[config.mk]
export PLATFORM = sky130hd
export DESIGN_NAME = lp5_ca_encoder
export DESIGN_NICKNAME = d
export VERILOG_FILES = /design/src/rtl/lp5_ca_pkg.sv /design/src/rtl/lp5_cmd_decode.sv /design/src/rtl/lp5_frame_build.sv /design/src/rtl/lp5_ca_encoder.sv
export SDC_FILE = /design/constraint.sdc
export NUM_CORES = 1
export LEC_CHECK = 0
export ABC_AREA = 1
export BUFFER_PORTS_ARGS = -buffer_cell sky130_fd_sc_hd__buf_2
export CORE_UTILIZATION = 40
export CTS_BUF_LIST = sky130_fd_sc_hd__clkbuf_8 sky130_fd_sc_hd__clkbuf_16
export CTS_CLUSTER_DIAMETER = 50
export DETAILED_ROUTE_END_ITERATION = 10
export SLEW_MARGIN = 20
export SYNTH_ARGS = -nofsm -noshare
export SYNTH_HDL_FRONTEND = slang
export SYNTH_HIERARCHICAL = 1
export SYNTH_SLANG_ARGS = --single-unit
[constraint.sdc]
create_clock -name clk -period 4.8 [get_ports clk]
set_input_delay 0.96 -clock clk [delete_from_list [all_inputs] [get_ports clk]]
set_output_delay 0.96 -clock clk [all_outputs]
set_load 0.05 [all_outputs]
[src/rtl/lp5_ca_pkg.sv]
package lp5_ca_pkg;
    localparam int CA_W      = 7;
    localparam int BANK_W    = 7;
    localparam int ADDR_W    = 18;
    localparam int MAX_WORDS = 3;
    localparam int LEN_W     = $clog2(MAX_WORDS + 1);
    localparam int WORD_W    = 2 * CA_W;
    localparam logic [7:0] ZQ_START_OP = 8'h85;
    localparam logic [7:0] ZQ_LATCH_OP = 8'h86;

    typedef logic [WORD_W-1:0] ca_word_t;   // {rise, fall}

    typedef enum logic [3:0] {
        K_NONE, K_ACT, K_PRE, K_REF, K_RD, K_WR, K_MRW, K_MRR, K_MPC
    } cmd_kind_t;

    typedef struct packed {
        logic [LEN_W-1:0]                len;
        ca_word_t [MAX_WORDS-1:0]        w;
    } frame_t;
endpackage

[src/rtl/lp5_cmd_decode.sv]
module lp5_cmd_decode
    import lp5_ca_pkg::*;
(
    input  logic              cs_n,
    input  logic              ras_n,
    input  logic              cas_n,
    input  logic              we_n,
    input  logic [BANK_W-1:0] bank,
    input  logic [7:0]        operand,
    output cmd_kind_t         kind,
    output logic              zq_latch
);
    always_comb begin
        kind     = K_NONE;
        zq_latch = 1'b0;
        if (!cs_n) begin
            unique case ({ras_n, cas_n, we_n})
                3'b011: kind = K_ACT;
                3'b010: kind = K_PRE;
                3'b001: kind = K_REF;
                3'b101: kind = K_RD;
                3'b100: kind = K_WR;
                3'b000: kind = K_MRW;
                3'b110: begin
                    if (bank == BANK_W'(1)) begin
                        kind = K_MRR;
                    end else if (bank == '0) begin
                        if (operand == ZQ_START_OP) begin
                            kind = K_MPC;
                        end else if (operand == ZQ_LATCH_OP) begin
                            kind     = K_MPC;
                            zq_latch = 1'b1;
                        end
                    end
                end
                default: kind = K_NONE;
            endcase
        end
    end
endmodule

[src/rtl/lp5_frame_build.sv]
module lp5_frame_build
    import lp5_ca_pkg::*;
(
    input  cmd_kind_t         kind,
    input  logic [BANK_W-1:0] bank,
    input  logic [ADDR_W-1:0] addr,
    input  logic              masked,
    input  logic              zq_latch,
    output frame_t            frame
);
    function automatic ca_word_t cas_word(input logic rd_sync, input logic wr_sync);
        return {3'b011, 1'b0, rd_sync, wr_sync, 1'b0, 7'b0};
    endfunction

    always_comb begin
        frame = '0;
        unique case (kind)
            K_ACT: begin
                frame.len  = LEN_W'(2);
                frame.w[0] = {3'b111, bank[3:0], 3'b000, addr[17:14]};
                frame.w[1] = {addr[13:7], addr[6:0]};
            end
            K_PRE: begin
                frame.len  = LEN_W'(1);
                frame.w[0] = {3'b110, bank[3:0], 6'b0, addr[10]};
            end
            K_REF: begin
                frame.len  = LEN_W'(1);
                frame.w[0] = {3'b101, bank[3:0], 6'b0, addr[10]};
            end
            K_RD: begin
                frame.len  = LEN_W'(3);
                frame.w[0] = cas_word(1'b1, 1'b0);
                frame.w[1] = {3'b010, bank[3:0], addr[9:4], 1'b0};
                frame.w[2] = {3'b000, addr[3:0], 7'b0};
            end
            K_WR: begin
                frame.len  = LEN_W'(3);
                frame.w[0] = cas_word(1'b0, 1'b1);
                frame.w[1] = {3'b001, bank[3:0], addr[9:4], addr[10]};
                frame.w[2] = {2'b00, masked, addr[3:0], 7'b0};
            end
            K_MRW: begin
                frame.len  = LEN_W'(2);
                frame.w[0] = {3'b100, bank[6:3], bank[2:0], addr[7:4]};
                frame.w[1] = {3'b000, addr[3:0], 7'b0};
            end
            K_MRR: begin
                frame.len  = LEN_W'(3);
                frame.w[0] = cas_word(1'b1, 1'b0);
                frame.w[1] = {4'b0001, addr[6:4], addr[3:0], 3'b000};
                frame.w[2] = '0;
            end
            K_MPC: begin
                frame.len  = LEN_W'(1);
                frame.w[0] = {7'b0000110, 6'b0, zq_latch};
            end
            default: frame = '0;
        endcase
    end
endmodule

[src/rtl/lp5_ca_encoder.sv]
module lp5_ca_encoder
    import lp5_ca_pkg::*;
(
    input  logic              clk,
    input  logic              rst_n,
    input  logic              dfi_cs_n,
    input  logic              dfi_ras_n,
    input  logic              dfi_cas_n,
    input  logic              dfi_we_n,
    input  logic [BANK_W-1:0] dfi_bank,
    input  logic [ADDR_W-1:0] dfi_addr,
    input  logic              dfi_reset_n,
    input  logic              cfg_masked_write,
    output logic              ca_cs_o,
    output logic [CA_W-1:0]   ca_rise_o,
    output logic [CA_W-1:0]   ca_fall_o,
    output logic              mem_reset_n_o
);
    typedef struct packed {
        ca_word_t                   out;
        logic                       cs;
        logic [LEN_W-1:0]           rem;
        ca_word_t [MAX_WORDS-2:0]   q;
        logic                       rst_pad;
    } seq_t;

    cmd_kind_t kind;
    logic      zq_latch;
    frame_t    frm;
    seq_t      s_d, s_q;

    lp5_cmd_decode u_decode (
        .cs_n     (dfi_cs_n),
        .ras_n    (dfi_ras_n),
        .cas_n    (dfi_cas_n),
        .we_n     (dfi_we_n),
        .bank     (dfi_bank),
        .operand  (dfi_addr[7:0]),
        .kind     (kind),
        .zq_latch (zq_latch)
    );

    lp5_frame_build u_build (
        .kind     (kind),
        .bank     (dfi_bank),
        .addr     (dfi_addr),
        .masked   (cfg_masked_write),
        .zq_latch (zq_latch),
        .frame    (frm)
    );

    always_comb begin
        s_d         = s_q;
        s_d.rst_pad = dfi_reset_n;
        if (s_q.rem != '0) begin
            // frame in flight: shift out next word, incoming command dropped
            s_d.out = s_q.q[0];
            for (int i = 0; i < MAX_WORDS - 2; i++) begin
                s_d.q[i] = s_q.q[i+1];
            end
            s_d.q[MAX_WORDS-2] = '0;
            s_d.rem = s_q.rem - LEN_W'(1);
            s_d.cs  = 1'b1;
        end else if (frm.len != '0) begin
            s_d.out = frm.w[0];
            for (int i = 0; i < MAX_WORDS - 1; i++) begin
                s_d.q[i] = frm.w[i+1];
            end
            s_d.rem = frm.len - LEN_W'(1);
            s_d.cs  = 1'b1;
        end else begin
            s_d.out = '0;
            s_d.q   = '0;
            s_d.rem = '0;
            s_d.cs  = 1'b0;
        end
    end

    always_ff @(posedge clk) begin
        if (!rst_n) begin
            s_q <= '0;
        end else begin
            s_q <= s_d;
        end
    end

    assign ca_cs_o       = s_q.cs;
    assign ca_rise_o     = s_q.out[WORD_W-1:CA_W];
    assign ca_fall_o     = s_q.out[CA_W-1:0];
    assign mem_reset_n_o = s_q.rst_pad;
endmodule

# Yosys cells after proc, flatten, opt, wreduce, memory -nomap -nowiden
# Index checks and enable logic that the tools add are counted.
dict set report totals {
  word_cells 54
  reg_bits 46
  inputBits 33
  output_inout_bits 16
}
dict set report op_classes {
  addsub 2
  mux 18
  n_bitwise 2
  reduce_logical 9
  n_eq_ne 17
}
# op n
set op_table {}
lappend op_table {{14-bit case mux with 7 select lines} 1}
lappend op_table {{45-bit 2-to-1 mux} 2}
lappend op_table {{14-bit case mux with 5 select lines} 1}
lappend op_table {{4-bit case mux with 7 select lines} 1}
lappend op_table {{12-bit case mux with 2 select lines} 1}
lappend op_table {{4-bit 2-to-1 mux} 5}
lappend op_table {{4-bit by 3-bit equality test with 1-bit output, second input constant} 4}
lappend op_table {{8-bit equality test, second input constant} 2}
lappend op_table {{3-bit equality test, second input constant} 3}
lappend op_table {{3-bit OR reduction} 3}
lappend op_table {{4-bit by 2-bit equality test with 1-bit output, second input constant} 2}
lappend op_table {{7-bit by 1-bit equality test with 1-bit output, second input constant} 1}
lappend op_table {{7-bit zero test} 1}
lappend op_table {{3-bit by 2-bit equality test with 1-bit output, second input constant} 2}
lappend op_table {{1-bit 2-to-1 mux} 6}
lappend op_table {{2-bit case mux with 3 select lines} 1}
lappend op_table {{4-bit by 1-bit equality test with 1-bit output, second input constant} 1}
lappend op_table {{4-bit equality test, second input constant} 1}
lappend op_table {{2-bit nonzero test} 2}
lappend op_table {{2-bit OR reduction} 2}
lappend op_table {{2-bit by 1-bit subtractor with 2-bit output, second input constant} 2}
lappend op_table {{3-bit by 1-bit equality test with 1-bit output, second input constant} 1}
lappend op_table {{3-bit zero test} 1}
lappend op_table {{1-bit inverter} 2}

# Depth between registers and ports, before layout
dict set report logic_depth {
  word_depth 13
  ltp_mapped 18
  mapped_depth_nobuf 15
}

# Hierarchy
# The synthesis kept the hierarchy.
# mod area_per_inst_um2 n_inst cells_per_inst seq_area_each_um2
set by_module_without_submodules {}
lappend by_module_without_submodules {lp5_ca_encoder 1731.7 1 205 920.9}
lappend by_module_without_submodules {lp5_frame_build 720.7 1 157 0.0}
lappend by_module_without_submodules {lp5_cmd_decode 170.2 1 39 0.0}

# Worst setup path after synthesis
# No wires, ideal clock.
dict set report synth_path {
  path_kind {input to register}
  startpoint {in dfi_addr[6]}
  endpoint {reg s_q, in the netlist ca_rise_o[1]}
  stages 15
  path_buffers 2
  required_ps 4742
  setup_ps 58
  t_arrival_ps 2641
  path_slack_ps 2101
  path_cell_list {inv_1 nand2_1 nor3_1 nand3_1 nor2_1 inv_2 nor2_1 nand2_1 o211ai_1 inv_2 nand2_2 buf_6 buf_2 nand4_1 nand2_1}
}
# item line_no
set synth_lines {}
lappend synth_lines {{start, declared} lp5_ca_encoder.sv:11} ;# input logic [ADDR_W-1:0] dfi_addr,
lappend synth_lines {{end signal, assigned} lp5_ca_encoder.sv:81} ;# s_q <= '0;
lappend synth_lines {{end signal, assigned} lp5_ca_encoder.sv:83} ;# s_q <= s_d;
lappend synth_lines {{end, declared} lp5_ca_encoder.sv:30} ;# seq_t s_d, s_q;

==> flow_summary.json <==
{
  "powerDensity_nw_per_um2": 304.3,
  "yosys_register_bits": 46,
  "final_antenna_net_count": 0,
  "vias": 2443,
  "core_area_um2": 6350,
  "netlist_instances": 401,
  "sw_frac_of_total_pct": 29.03,
  "cts.repair.resized": 0,
  "htreeDepth": 2,
  "grt.total_usage_pct": 18.30,
  "nFillCells": 680,
  "run_status": "completed",
  "die_w_um": 82.97,
  "switchingPower_w": 0.0002489,
  "first_pass_iters": 5,
  "power_frac_seq_pct": 47.2,
  "cp_max_fo": 29,
  "wire_per_inst_um": 12.52,
  "crit_top_cell": "nor2_1",
  "netlist_area_um2": 2623,
  "vdd_drop_max_mv": 0.1736,
  "cp_slowest_cell": "nor2_2",
  "clkTransAtPathRegs_ps": 80,
  "grt_pass1_wl_um": 9984,
  "gp_congestion": 0.9375,
  "period_needed_ps": 3418,
  "hold_slack_ps": 450.2,
  "cts_made_buffers": 5,
  "power_frac_clock_pct": 33.4,
  "r2r_end": "s_q[6]",
  "grt_pass1_vias": 2047,
  "cts_setup_buffers": 0,
  "rrSetupSlack_ps": 3140,
  "rows": 29,
  "drc_errors": 0,
  "whs_path_depth": 2,
  "synth_cell_types": 26,
  "avgSynthCellArea_um2": 6.540,
  "drv_slew": 0,
  "clock-sinks": 46,
  "grt_max_degree": 60,
  "cp-end-kind": "register",
  "min_from": "s_q[18]",
  "ios": 49,
  "fin_crit_sh_pct": 71.21,
  "clock.fmax_mhz": 292.6,
  "final_nets": 456,
  "crit_family": "simple AND/OR/NAND/NOR gates",
  "slowest_delay_ps": 430,
  "syn2layout_area_growth_pct": 7.443,
  "cts_tree": "done",
  "setup_viol": 0,
  "die_area_um2": 6884,
  "hp-class": "reg2reg",
  "routed_wl_um": 6259,
  "power_frac_comb_pct": 19.4,
  "yosysWarnings": 6,
  "skew_ps": 6.288,
  "placed_cell_area_um2": 2705,
  "antenna_found_initial": 0,
  "die_h_um": 82.97,
  "start_util_pct": 41.30,
  "rsz0062_at_grt": "false",
  "critical_path.cell_chain": "buf_2 > nor2_1 > nand3_2 > nor2_2 > nor2_1 > nor2_1 > nand2_1 > nor2_2 > inv_2 > nand2_1 > inv_2 > nand2_2 > nand3_2 > nor2_1",
  "final_cell_area_um2": 2818,
  "grt_overflow": 0,
  "via_per_inst": 4.886,
  "hold_viol": 0,
  "crit_start": "dfi_we_n",
  "hold_buffers": 0,
  "drv_cap": 0,
  "reg2reg_depth": 4,
  "cp.arrival_ps": 3640,
  "r2r-start": "s_q[29]",
  "start_kind": "input pin",
  "tightest_slew_ps": 981.4,
  "io_buffers": 48,
  "min_to": "s_q[4]",
  "fin_tns_setup_ps": 0,
  "p_leak_nw": 1.464,
  "maxSlewHeadroom_pct": 34.58,
  "drive_gt1_share_pct": 18.91,
  "clk_latency_ps": 290,
  "worstPathRequired_ps": 5020,
  "first_iter_violations": 213,
  "p_int_w": 0.0006085,
  "synth_seq_area_share_pct": 35.11,
  "critPathBufInv": 3,
  "antenna_cells": 0,
  "crit_type": "in2reg",
  "hpwl_um": 4746,
  "cts_root_buffer": "clkbuf_8",
  "cts_buffer_depth": 2
}
==> cell type report <==
cell class	instances	area (um^2)	area share, %
Tap cell	77	96.34	3.419
Sequential cell	46	920.9	32.68
Multi-Input combinational cell	266	1236	43.87
Inverter	56	211.5	7.504
Clock buffer	6	82.58	2.931
Clock inverter	1	30.03	1.066
Timing Repair Buffer	48	240.2	8.526
==> flip-flops by register name (all words and copies together) (netlist names) <==
register / cells
s_q: 30
ca_rise_o: 7
ca_fall_o: 7
mem_reset_n_o: 1
ca_cs_o: 1
==> power by group through the flow <==
stage	Clock (W)	Combinational (W)	Sequential, W
3_3_place_gp	0	0.000164	0.000414
6_report	0.000286	0.000167	0.000405
2_1_floorplan	0	0.000132	0.000418
4_1_cts	0.000294	0.000165	0.000405
5_1_grt	0.000313	0.000184	0.000407
3_5_place_dp	0	0.000164	0.000414
==> tightest hold or removal path: stages, from the launching register on <==
cell and delay, ps:
dfxtp_1 300, nand3_1 70, nand2_1 50
==> layer usage <==
layer	part of all wire, %	global-route usage (%)
met4	0.75	4.702
met2	46	29.21
met5	0	0
met1	48	25.00
met3	5.1	4.076
==> cells by family after synthesis <==
group / share of synthesized area [%]
and+or+nand+nor: 42.37
buffers and inverters: 18.89
DFF: 35.11
AOI/OAI and AO/OA: 3.149
xor gates and xnor gates: 0.3340
other: 0.1430
==> cells in the mapped netlist <==
library cell / number / area share, %
a21oi_1: 4 / 0.76
a31oi_1: 1 / 0.24
buf_2: 8 / 1.5
buf_4: 30 / 8.6
buf_6: 1 / 0.43
clkbuf_1: 2 / 0.29
clkinv_2: 1 / 0.19
conb_1: 1 / 0.14
dfxtp_1: 46 / 35
inv_1: 44 / 6.3
inv_2: 11 / 1.6
nand2_1: 94 / 13
nand2_2: 3 / 0.72
nand3_1: 57 / 11
nand3_2: 2 / 0.76
nand4_1: 28 / 6.7
nor2_1: 46 / 6.6
nor2_2: 4 / 0.95
nor2_4: 4 / 1.7
nor3_1: 2 / 0.38
o211ai_1: 2 / 0.57
o21ai_0: 1 / 0.19
o21ai_1: 6 / 1.1
o22ai_1: 1 / 0.24
or2_1: 1 / 0.24
xor2_1: 1 / 0.33
==> metrics by stage <==
stage	std cells	util (%)	total power, W	setup WS [ps]
after floorplan	409	-	0.0005501	2101
after global placement	493	42.60	0.0005771	1227
after detailed placement	493	42.60	0.0005784	1112
after CTS	500	44.37	0.0008636	1441
after global routing	500	44.37	0.0009039	1047
final	500	44.37	0.0008574	1382
==> layout by cell type, fill, tap and decap left out, drive strengths merged <==
cell	synthesis	final
nand2	97	97
nand3	59	59
inv	55	55
nor2	54	54
buf	39	48
dfxtp	46	46
nand4	28	28
conb	1	9
o21ai	7	7
clkbuf	2	6
a21oi	4	4
o211ai	2	2
nor3	2	2
or2	1	1
a31oi	1	1
bufinv	0	1
clkinv	1	1
o22ai	1	1
xor2	1	1
==> worst max path at each step <==
stage | to | slack (ps) | cells past startpoint
final | s_q[25] | 1380 | 14
after CTS | s_q[25] | 1440 | 14
after detailed placement | s_q[25] | 1110 | 14
after floorplan | ca_rise_o[1] | 2100 | 15
after global routing | s_q[22] | 1050 | 14
after global placement | s_q[25] | 1230 | 14
Power figures use the tool's default switching activity.
